## src/rtl/tm_pkg.sv

```systemverilog
package tm_pkg;

    typedef enum logic [2:0] {
        SYM_BLANK = 3'd0,
        SYM_ZERO  = 3'd1,
        SYM_ONE   = 3'd2,
        SYM_SEP   = 3'd3,
        SYM_MARK  = 3'd4
    } sym_e;

    typedef enum logic [3:0] {
        ST_IDLE,
        ST_SCAN,        // pick next left digit
        ST_HOLD0,       // carrying a 0 toward the separator
        ST_HOLD1,       // carrying a 1 toward the separator
        ST_FIND0,       // looking for a right digit to pair with 0
        ST_FIND1,       // looking for a right digit to pair with 1
        ST_RET_MARKS,   // walking left across crossed right digits
        ST_RET_DIGITS,  // walking left across live left digits
        ST_LEFT_EMPTY,  // left side used up, sweeping right side
        ST_ACCEPT,
        ST_REJECT
    } state_e;

    typedef enum logic [1:0] {
        ORD_NONE,
        ORD_LEFT,       // first difference favours the left operand
        ORD_RIGHT
    } order_e;

    typedef enum logic [1:0] {
        MV_STAY,
        MV_RIGHT,
        MV_LEFT
    } move_e;

    typedef struct packed {
        state_e next;
        logic   wr_mark;
        move_e  mv;
        logic   set_order;
        order_e order;
    } step_t;

    function automatic logic is_digit(sym_e s);
        return (s == SYM_ZERO) || (s == SYM_ONE);
    endfunction

    function automatic logic is_final(state_e s);
        return (s == ST_ACCEPT) || (s == ST_REJECT);
    endfunction

endpackage

```

## src/rtl/tm_tape.sv

```systemverilog
module tm_tape
    import tm_pkg::*;
#(
    parameter int unsigned CELLS  = 32,
    parameter int unsigned ADDR_W = $clog2(CELLS),
    parameter int unsigned HEAD_W = ADDR_W + 1
) (
    input  logic              clk,
    input  logic              rst,
    input  logic              ld_en,
    input  logic [ADDR_W-1:0] ld_addr,
    input  sym_e              ld_sym,
    input  logic              mk_en,
    input  logic [HEAD_W-1:0] mk_addr,
    input  logic [HEAD_W-1:0] rd_addr,
    output sym_e              rd_sym
);

    sym_e cells [CELLS];

    for (genvar c = 0; c < CELLS; c++) begin : g_cell
        sym_e cell_q;
        always_ff @(posedge clk) begin
            if (rst) begin
                cell_q <= SYM_BLANK;
            end else if (ld_en && ld_addr == ADDR_W'(c)) begin
                cell_q <= ld_sym;
            end else if (mk_en && mk_addr == HEAD_W'(c)) begin
                cell_q <= SYM_MARK;
            end
        end
        assign cells[c] = cell_q;
    end

    // Positions past the end of the tape read as blank
    always_comb begin
        if (rd_addr < HEAD_W'(CELLS)) rd_sym = cells[rd_addr[ADDR_W-1:0]];
        else                          rd_sym = SYM_BLANK;
    end

endmodule

```

## src/rtl/tm_rule.sv

```systemverilog
module tm_rule
    import tm_pkg::*;
(
    input  state_e state,
    input  sym_e   sym,
    input  logic   gt,
    input  order_e order,
    output step_t  step
);

    always_comb begin
        step = '{next: state, wr_mark: 1'b0, mv: MV_STAY,
                 set_order: 1'b0, order: ORD_NONE};
        unique case (state)
            ST_SCAN: begin
                if (is_digit(sym)) begin
                    step.wr_mark = 1'b1;
                    step.mv      = MV_RIGHT;
                    step.next    = (sym == SYM_ONE) ? ST_HOLD1 : ST_HOLD0;
                end else if (sym == SYM_SEP) begin
                    step.mv   = MV_RIGHT;
                    step.next = ST_LEFT_EMPTY;
                end else begin
                    step.next = ST_REJECT;
                end
            end
            ST_HOLD0, ST_HOLD1: begin
                if (is_digit(sym)) begin
                    step.mv = MV_RIGHT;
                end else if (sym == SYM_SEP) begin
                    step.mv   = MV_RIGHT;
                    step.next = (state == ST_HOLD1) ? ST_FIND1 : ST_FIND0;
                end else begin
                    step.next = ST_REJECT;
                end
            end
            ST_FIND0, ST_FIND1: begin
                if (sym == SYM_MARK) begin
                    step.mv = MV_RIGHT;
                end else if (is_digit(sym)) begin
                    if ((sym == SYM_ONE) == (state == ST_FIND1)) begin
                        step.wr_mark = 1'b1;
                        step.mv      = MV_LEFT;
                        step.next    = ST_RET_MARKS;
                    end else if (gt) begin
                        step.wr_mark   = 1'b1;
                        step.mv        = MV_LEFT;
                        step.next      = ST_RET_MARKS;
                        step.set_order = 1'b1;
                        step.order     = (state == ST_FIND1) ? ORD_LEFT : ORD_RIGHT;
                    end else begin
                        step.next = ST_REJECT;
                    end
                end else if (sym == SYM_BLANK) begin
                    // right side exhausted while left still has digits
                    step.next = gt ? ST_ACCEPT : ST_REJECT;
                end else begin
                    step.next = ST_REJECT;
                end
            end
            ST_RET_MARKS: begin
                if (sym == SYM_MARK) begin
                    step.mv = MV_LEFT;
                end else if (sym == SYM_SEP) begin
                    step.mv   = MV_LEFT;
                    step.next = ST_RET_DIGITS;
                end else begin
                    step.next = ST_REJECT;
                end
            end
            ST_RET_DIGITS: begin
                if (is_digit(sym)) begin
                    step.mv = MV_LEFT;
                end else if (sym == SYM_MARK) begin
                    step.mv   = MV_RIGHT;
                    step.next = ST_SCAN;
                end else begin
                    step.next = ST_REJECT;
                end
            end
            ST_LEFT_EMPTY: begin
                if (sym == SYM_MARK) begin
                    step.mv = MV_RIGHT;
                end else if (sym == SYM_BLANK) begin
                    step.next = (!gt || order == ORD_LEFT) ? ST_ACCEPT : ST_REJECT;
                end else begin
                    step.next = ST_REJECT;
                end
            end
            default: ;
        endcase
    end

endmodule

```

## src/rtl/tape_eq_machine.sv

```systemverilog
module tape_eq_machine
    import tm_pkg::*;
#(
    parameter  int unsigned CELLS  = 32,
    localparam int unsigned ADDR_W = $clog2(CELLS)
) (
    input  logic              clk,
    input  logic              rst,
    input  logic              load_en,
    input  logic [ADDR_W-1:0] load_addr,
    input  logic [2:0]        load_sym,
    input  logic              gt_mode,
    input  logic              start,
    output logic              done,
    output logic              accept
);

    localparam int unsigned HEAD_W = ADDR_W + 1;

    state_e            state_q;
    logic [HEAD_W-1:0] head_q;
    logic              gt_q;
    order_e            order_q;
    sym_e              cur_sym;
    step_t             step;
    logic              busy;
    logic              mk_en;
    logic              tape_ld;

    assign busy    = (state_q != ST_IDLE) && !is_final(state_q);
    assign mk_en   = busy && !start && step.wr_mark;
    assign tape_ld = load_en && !busy;

    tm_tape #(.CELLS(CELLS), .ADDR_W(ADDR_W), .HEAD_W(HEAD_W)) u_tape (
        .clk     (clk),
        .rst     (rst),
        .ld_en   (tape_ld),
        .ld_addr (load_addr),
        .ld_sym  (sym_e'(load_sym)),
        .mk_en   (mk_en),
        .mk_addr (head_q),
        .rd_addr (head_q),
        .rd_sym  (cur_sym)
    );

    tm_rule u_rule (
        .state (state_q),
        .sym   (cur_sym),
        .gt    (gt_q),
        .order (order_q),
        .step  (step)
    );

    always_ff @(posedge clk) begin
        if (rst) begin
            state_q <= ST_IDLE;
            head_q  <= '0;
            gt_q    <= 1'b0;
            order_q <= ORD_NONE;
        end else if (start) begin
            state_q <= ST_SCAN;
            head_q  <= '0;
            gt_q    <= gt_mode;
            order_q <= ORD_NONE;
        end else if (busy) begin
            state_q <= step.next;
            unique case (step.mv)
                MV_RIGHT: head_q <= head_q + HEAD_W'(1);
                MV_LEFT:  head_q <= head_q - HEAD_W'(1);
                default:  head_q <= head_q;
            endcase
            if (step.set_order && order_q == ORD_NONE) order_q <= step.order;
        end
    end

    assign done   = is_final(state_q);
    assign accept = (state_q == ST_ACCEPT);

endmodule

```

## config.mk

```make
export PLATFORM = sky130hd
export DESIGN_NAME = tape_eq_machine
export DESIGN_NICKNAME = d
export VERILOG_FILES = /design/src/rtl/tm_pkg.sv /design/src/rtl/tm_tape.sv /design/src/rtl/tm_rule.sv /design/src/rtl/tape_eq_machine.sv
export SDC_FILE = /design/constraint.sdc
export NUM_CORES = 1
export LEC_CHECK = 0
export BUFFER_PORTS_ARGS = -buffer_cell sky130_fd_sc_hd__buf_2
export CORE_MARGIN = 5
export CORE_UTILIZATION = 40
export CTS_CLUSTER_DIAMETER = 100
export CTS_CLUSTER_SIZE = 30
export DETAILED_ROUTE_END_ITERATION = 10
export GPL_TIMING_DRIVEN = 0
export PLACE_DENSITY = 0.59
export SYNTH_ARGS = -nofsm -noshare
export SYNTH_HDL_FRONTEND = slang
export SYNTH_SLANG_ARGS = --single-unit
export TNS_END_PERCENT = 10
```

## constraint.sdc

```tcl
create_clock -name clk -period 9.3 [get_ports clk]
set_clock_uncertainty 0.05 [all_clocks]
set_input_delay 1.395 -clock clk [delete_from_list [all_inputs] [get_ports clk]]
set_output_delay 1.395 -clock clk [all_outputs]
set_load 0.01 [all_outputs]
```

==> flow_results.org <==
** Status
- The flow ran to the end, and the final reports show no timing, DRC or antenna violations.

** Synth
- The cell area that synthesis handed to floorplanning was between 6000 and 7000 um2.
- Of the synthesized area, sequential elements account for 0.341.
- Most numerous cell in the Yosys netlist :: sky130_fd_sc_hd__dfxtp_1
- Yosys printed 0 warnings.
- Post-Syn Instances :: 774
- Largest cells by area after synthesis :: sky130_fd_sc_hd__dfxtp_1 (34%), sky130_fd_sc_hd__mux2i_1 (9.6%), sky130_fd_sc_hd__a31o_2 (7.1%)
- For this run, asynchronously set or reset flops after synthesis account for 0.
- Cell types with the highest counts after synthesis :: sky130_fd_sc_hd__dfxtp_1 (109), sky130_fd_sc_hd__nand2_1 (96), sky130_fd_sc_hd__nor2_1 (78)
- The synthesized netlist contains between 60 and 70 unique library cells.
- The synthesized design contains roughly 110 register bits.
- Number of nets produced by synthesis :: about 790
- Library cell with the largest summed area after synthesis :: sky130_fd_sc_hd__dfxtp_1
- Share of the synthesized area in the top cell type :: 0.341
- In the synthesized netlist the dominant register cell turns out to be sky130_fd_sc_hd__dfxtp_1.
- Syn_area_per_cell :: roughly 8.3 um2
- Number of synthesized flops with an enable pin :: 0

** Clock tree
- In this run, post-CTS repair resized a total of 0 instances.
- Total number of H-tree levels :: 3
- Number of buffers inserted during clock tree synthesis :: 9
- Cell at the root of the clock tree :: sky130_fd_sc_hd__clkbuf_16
- CTS Hold Buffers Added :: 0
- TritonCTS built the clock tree.
- The longest clock path from root to sink contains 2 buffers.
- Clock-pin slew was measured on the worst setup and hold paths at approximately 70 ps.
- For the worst-skew pair, the clock arrives at the later sink with an insertion delay of approximately 370 ps.
- Post CTS Setup Buffer Count :: 0
- Number of clock sinks seen by CTS :: about 110

** Power and ir drop
- Seq pwr share :: 0.471
- Clock share of power :: 0.423
- The internal portion of the total power is between 0.7 and 0.8 mW.
- For this design the ratio of total power to cell area is ~140 nW/um2.
- Of the total power, combinational logic draws 0.106.
- Summed over all cells, the static leakage comes to around 2.4 nW.
- VDD sags by at most about 0.094 mV.
- The design draws slightly above 1 mW.
- Of the total power, the share spent switching nets is 0.262.
- The analysis attributes to net switching a power of roughly 0.26 mW.

** Place
- Routability-driven placement finished with a final weighted congestion of 0.956.
- DP HPWL :: approximately 17 mm
- Buffers added on ports :: 11
- Including well taps, the total number of placed cells is around 1000.

** Drt
- After detailed routing, the average wire length per cell comes to 22.0 um.
- The count of nets left with antenna violations once routing finished came out at 0.
- First-pass detailed-route iteration total :: 5
- The routed layout has approximately 6300 vias.
- Total DRC errors in the routed layout :: 0
- The detailed router finished its first iteration with approximately 800 violations.
- In the routed layout, each cell is associated on average with a via count of 6.24.
- The routed design has 22.3 mm of wire.

** Floorplanning
- From bottom edge to top edge, the die measures 136 um.
- The region available for standard cell placement spans 15800 um2.
- Total Die Area :: between 15000 and 20000 um2
- Initial core utilization :: 0.405
- During I/O placement, the number of pins put on the boundary was 15.
- After floorplanning, the core was divided into between 40 and 50 placement rows.
- From left edge to right edge, the die measures ~140 um.

** Setup path
- The cell that appears most often on the critical path is sky130_fd_sc_hd__nor2_1.
- In this design, the stage delay of the slowest critical-path cell is 760 ps.
- Element type at the critical path end :: flop
- STA classifies the critical path startpoint as a flop.
- In this design, the largest share of critical-path delay is due to simple AND/OR/NAND/NOR gates.
- Crit-path max FO :: 10
- The critical path contains buffers and inverters numbering 2 combined.
- Traced cell by cell, the critical path runs through buf_2 -> nor2_1 -> a22oi_1 -> and3_1 -> a31o_2 -> nor4_1 -> nand2_1 -> inv_1 -> o311ai_0 -> a21oi_1 -> ha_1 -> nor2_1 -> o21ai_0 -> xnor2_1 -> nor2_1.
- Required time reported for the critical path endpoint :: between 9000 and 10000 ps
- Arrival time reported for the critical path endpoint :: just over 5000 ps
- The setup path with the least slack is of type reg -> reg.
- Slowest library cell on the worst path :: sky130_fd_sc_hd__nor2_1

** Timing
- For the pin with the worst max-slew slack, the measured transition is about 950 ps.
- Dividing the final minimum period by the clock period gives 0.524.
- RSZ-0062 raised after global routing :: no
- Sum Neg Setup Slack :: 0 ps
- The number of hold violations in the final report was 0.
- Final Critical Period :: 4880 ps
- Worst max-slew margin expressed relative to the limit :: 0.365
- The number of max-slew violations in the final report came to 0.
- Final number of setup-violating endpoints :: 0
- Post-Route Hold Slack :: ~430 ps
- Timing would allow up to between 200 and 250 MHz.

** Hold path
- Path type of the worst min-delay path :: reg -> reg

** Global route
- Global-route wire length before repair :: about 34 mm
- Entering global routing, the biggest net connects 17 pins.
- Remaining global-route overflow :: 0
- Number of antenna violations at the first check in global routing :: 0
- In the global route stage, overall resource usage came out at 0.242.
- Vias in the first global route :: between 5000 and 6000

** Cells and area
- Layout cells sized above 1 :: 0.138
- The number of antenna diodes in the final layout is 0.
- Post-layout instance count excluding filler cells :: about 1000
- Area grow syn2layout :: 9.96%
- Post-layout nets :: just over 800
- For this run, the share of the core covered by cells in the final layout is 0.446.

** Flow run
- # Max-Cap Violations :: 0
-- placed cells by master (no fill, tap or decap), types with 4 or more instances in the layout --
cell / count
sky130_fd_sc_hd__a31oi_1: 10
sky130_fd_sc_hd__nor3_1: 16
sky130_fd_sc_hd__dfxtp_1: 109
sky130_fd_sc_hd__or2_2: 4
sky130_fd_sc_hd__nand3_1: 40
sky130_fd_sc_hd__nand3b_1: 4
sky130_fd_sc_hd__mux2i_1: 61
sky130_fd_sc_hd__o22ai_1: 32
sky130_fd_sc_hd__nor4_1: 5
sky130_fd_sc_hd__nor2b_1: 9
sky130_fd_sc_hd__o221a_2: 5
sky130_fd_sc_hd__nand2_1: 96
sky130_fd_sc_hd__a41oi_1: 12
sky130_fd_sc_hd__inv_1: 15
sky130_fd_sc_hd__and2_1: 7
sky130_fd_sc_hd__clkbuf_16: 9
sky130_fd_sc_hd__a22oi_1: 11
sky130_fd_sc_hd__buf_6: 5
sky130_fd_sc_hd__a31o_2: 52
sky130_fd_sc_hd__xnor2_1: 4
sky130_fd_sc_hd__and3_1: 7
sky130_fd_sc_hd__xor2_1: 4
sky130_fd_sc_hd__o21ai_0: 10
sky130_fd_sc_hd__a211oi_1: 6
sky130_fd_sc_hd__nor2_1: 78
sky130_fd_sc_hd__a21oi_1: 35
sky130_fd_sc_hd__buf_1: 4
sky130_fd_sc_hd__a311o_1: 4
sky130_fd_sc_hd__nand2b_1: 13
sky130_fd_sc_hd__buf_2: 22
sky130_fd_sc_hd__clkbuf_1: 42
sky130_fd_sc_hd__ha_1: 6
-- layout make-up --
type                    instances  area, um2
plain buffers                  63        315
multi-input cells             586       3830
flip-flops and latches        109       2180
fillers                      1616       8740
clock buffers                  11        243
well taps                     216        270
inverters                      16       60.1
clock inverters                 3       68.8
repair buffers                 11       55.1
-- power by group through the flow --
stage,combinational (mW),clock [mW],sequential (mW)
global route,0.113,0.449,0.475
CTS,0.104,0.431,0.474
global placement,0.103,0,0.485
finish,0.107,0.427,0.474
floorplan,0.0684,0,0.484
detailed placement,0.103,0,0.485
-- worst reg2reg max path, delay by kind of cell (launching register included) --
kind	cells	cell delay [ps]
flops	1	350
fa+ha+maj	1	260
xor+xnor	1	170
buf+inv	2	390
compound gates	5	1090
simple gates	6	2430
-- routing by layer --
layer,track usage,part of all wire
met1,0.316,0.43
met2,0.383,0.45
met3,0.0537,0.085
met4,0.105,0.035
met5,0,0
-- final timing paths --
| path | endpoint | depth (start not counted) | start | slack, ps |
|---|---|---|---|---|
| max reg2reg | head_q[5] | 15 | head_q[0] | 4420 |
| min | u_tape.g_cell[10].cell_q[1] | 1 | u_tape.g_cell[10].cell_q[1] | 430 |
| min reg2reg | u_tape.g_cell[10].cell_q[1] | 1 | u_tape.g_cell[10].cell_q[1] | 430 |
| max | head_q[5] | 15 | head_q[0] | 4420 |
-- flip-flops by register name, summed over array words and instances, names as in the netlist --
| register | count |
|---|---|
| head_q | 6 |
| state_q | 4 |
| gt_q | 1 |
| u_tape.g_cell.cell_q | 96 |
| order_q | 2 |
-- cells by family after synthesis --
| group | count (synthesis) | synth area share |
|---|---|---|
| DFF | 109 | 0.341 |
| adders and majority gates | 6 | 0.0117 |
| xor gates and xnor gates | 8 | 0.0110 |
| AOI/OAI and AO/OA | 214 | 0.253 |
| and+or+nand+nor | 291 | 0.209 |
| muxes | 67 | 0.115 |
| buffers and inverters | 79 | 0.0587 |
-- per-stage QoR --
stage          instance area, um2  setup WS (ps)
6_report                     7030           4420
3_5_place_dp                 6720           4580
2_1_floorplan                6390           5690
4_1_cts                      7030           4600
5_1_grt                      7030           4220
3_3_place_gp                 6720           4570
Note: power is estimated with default switching activity, not from simulation.
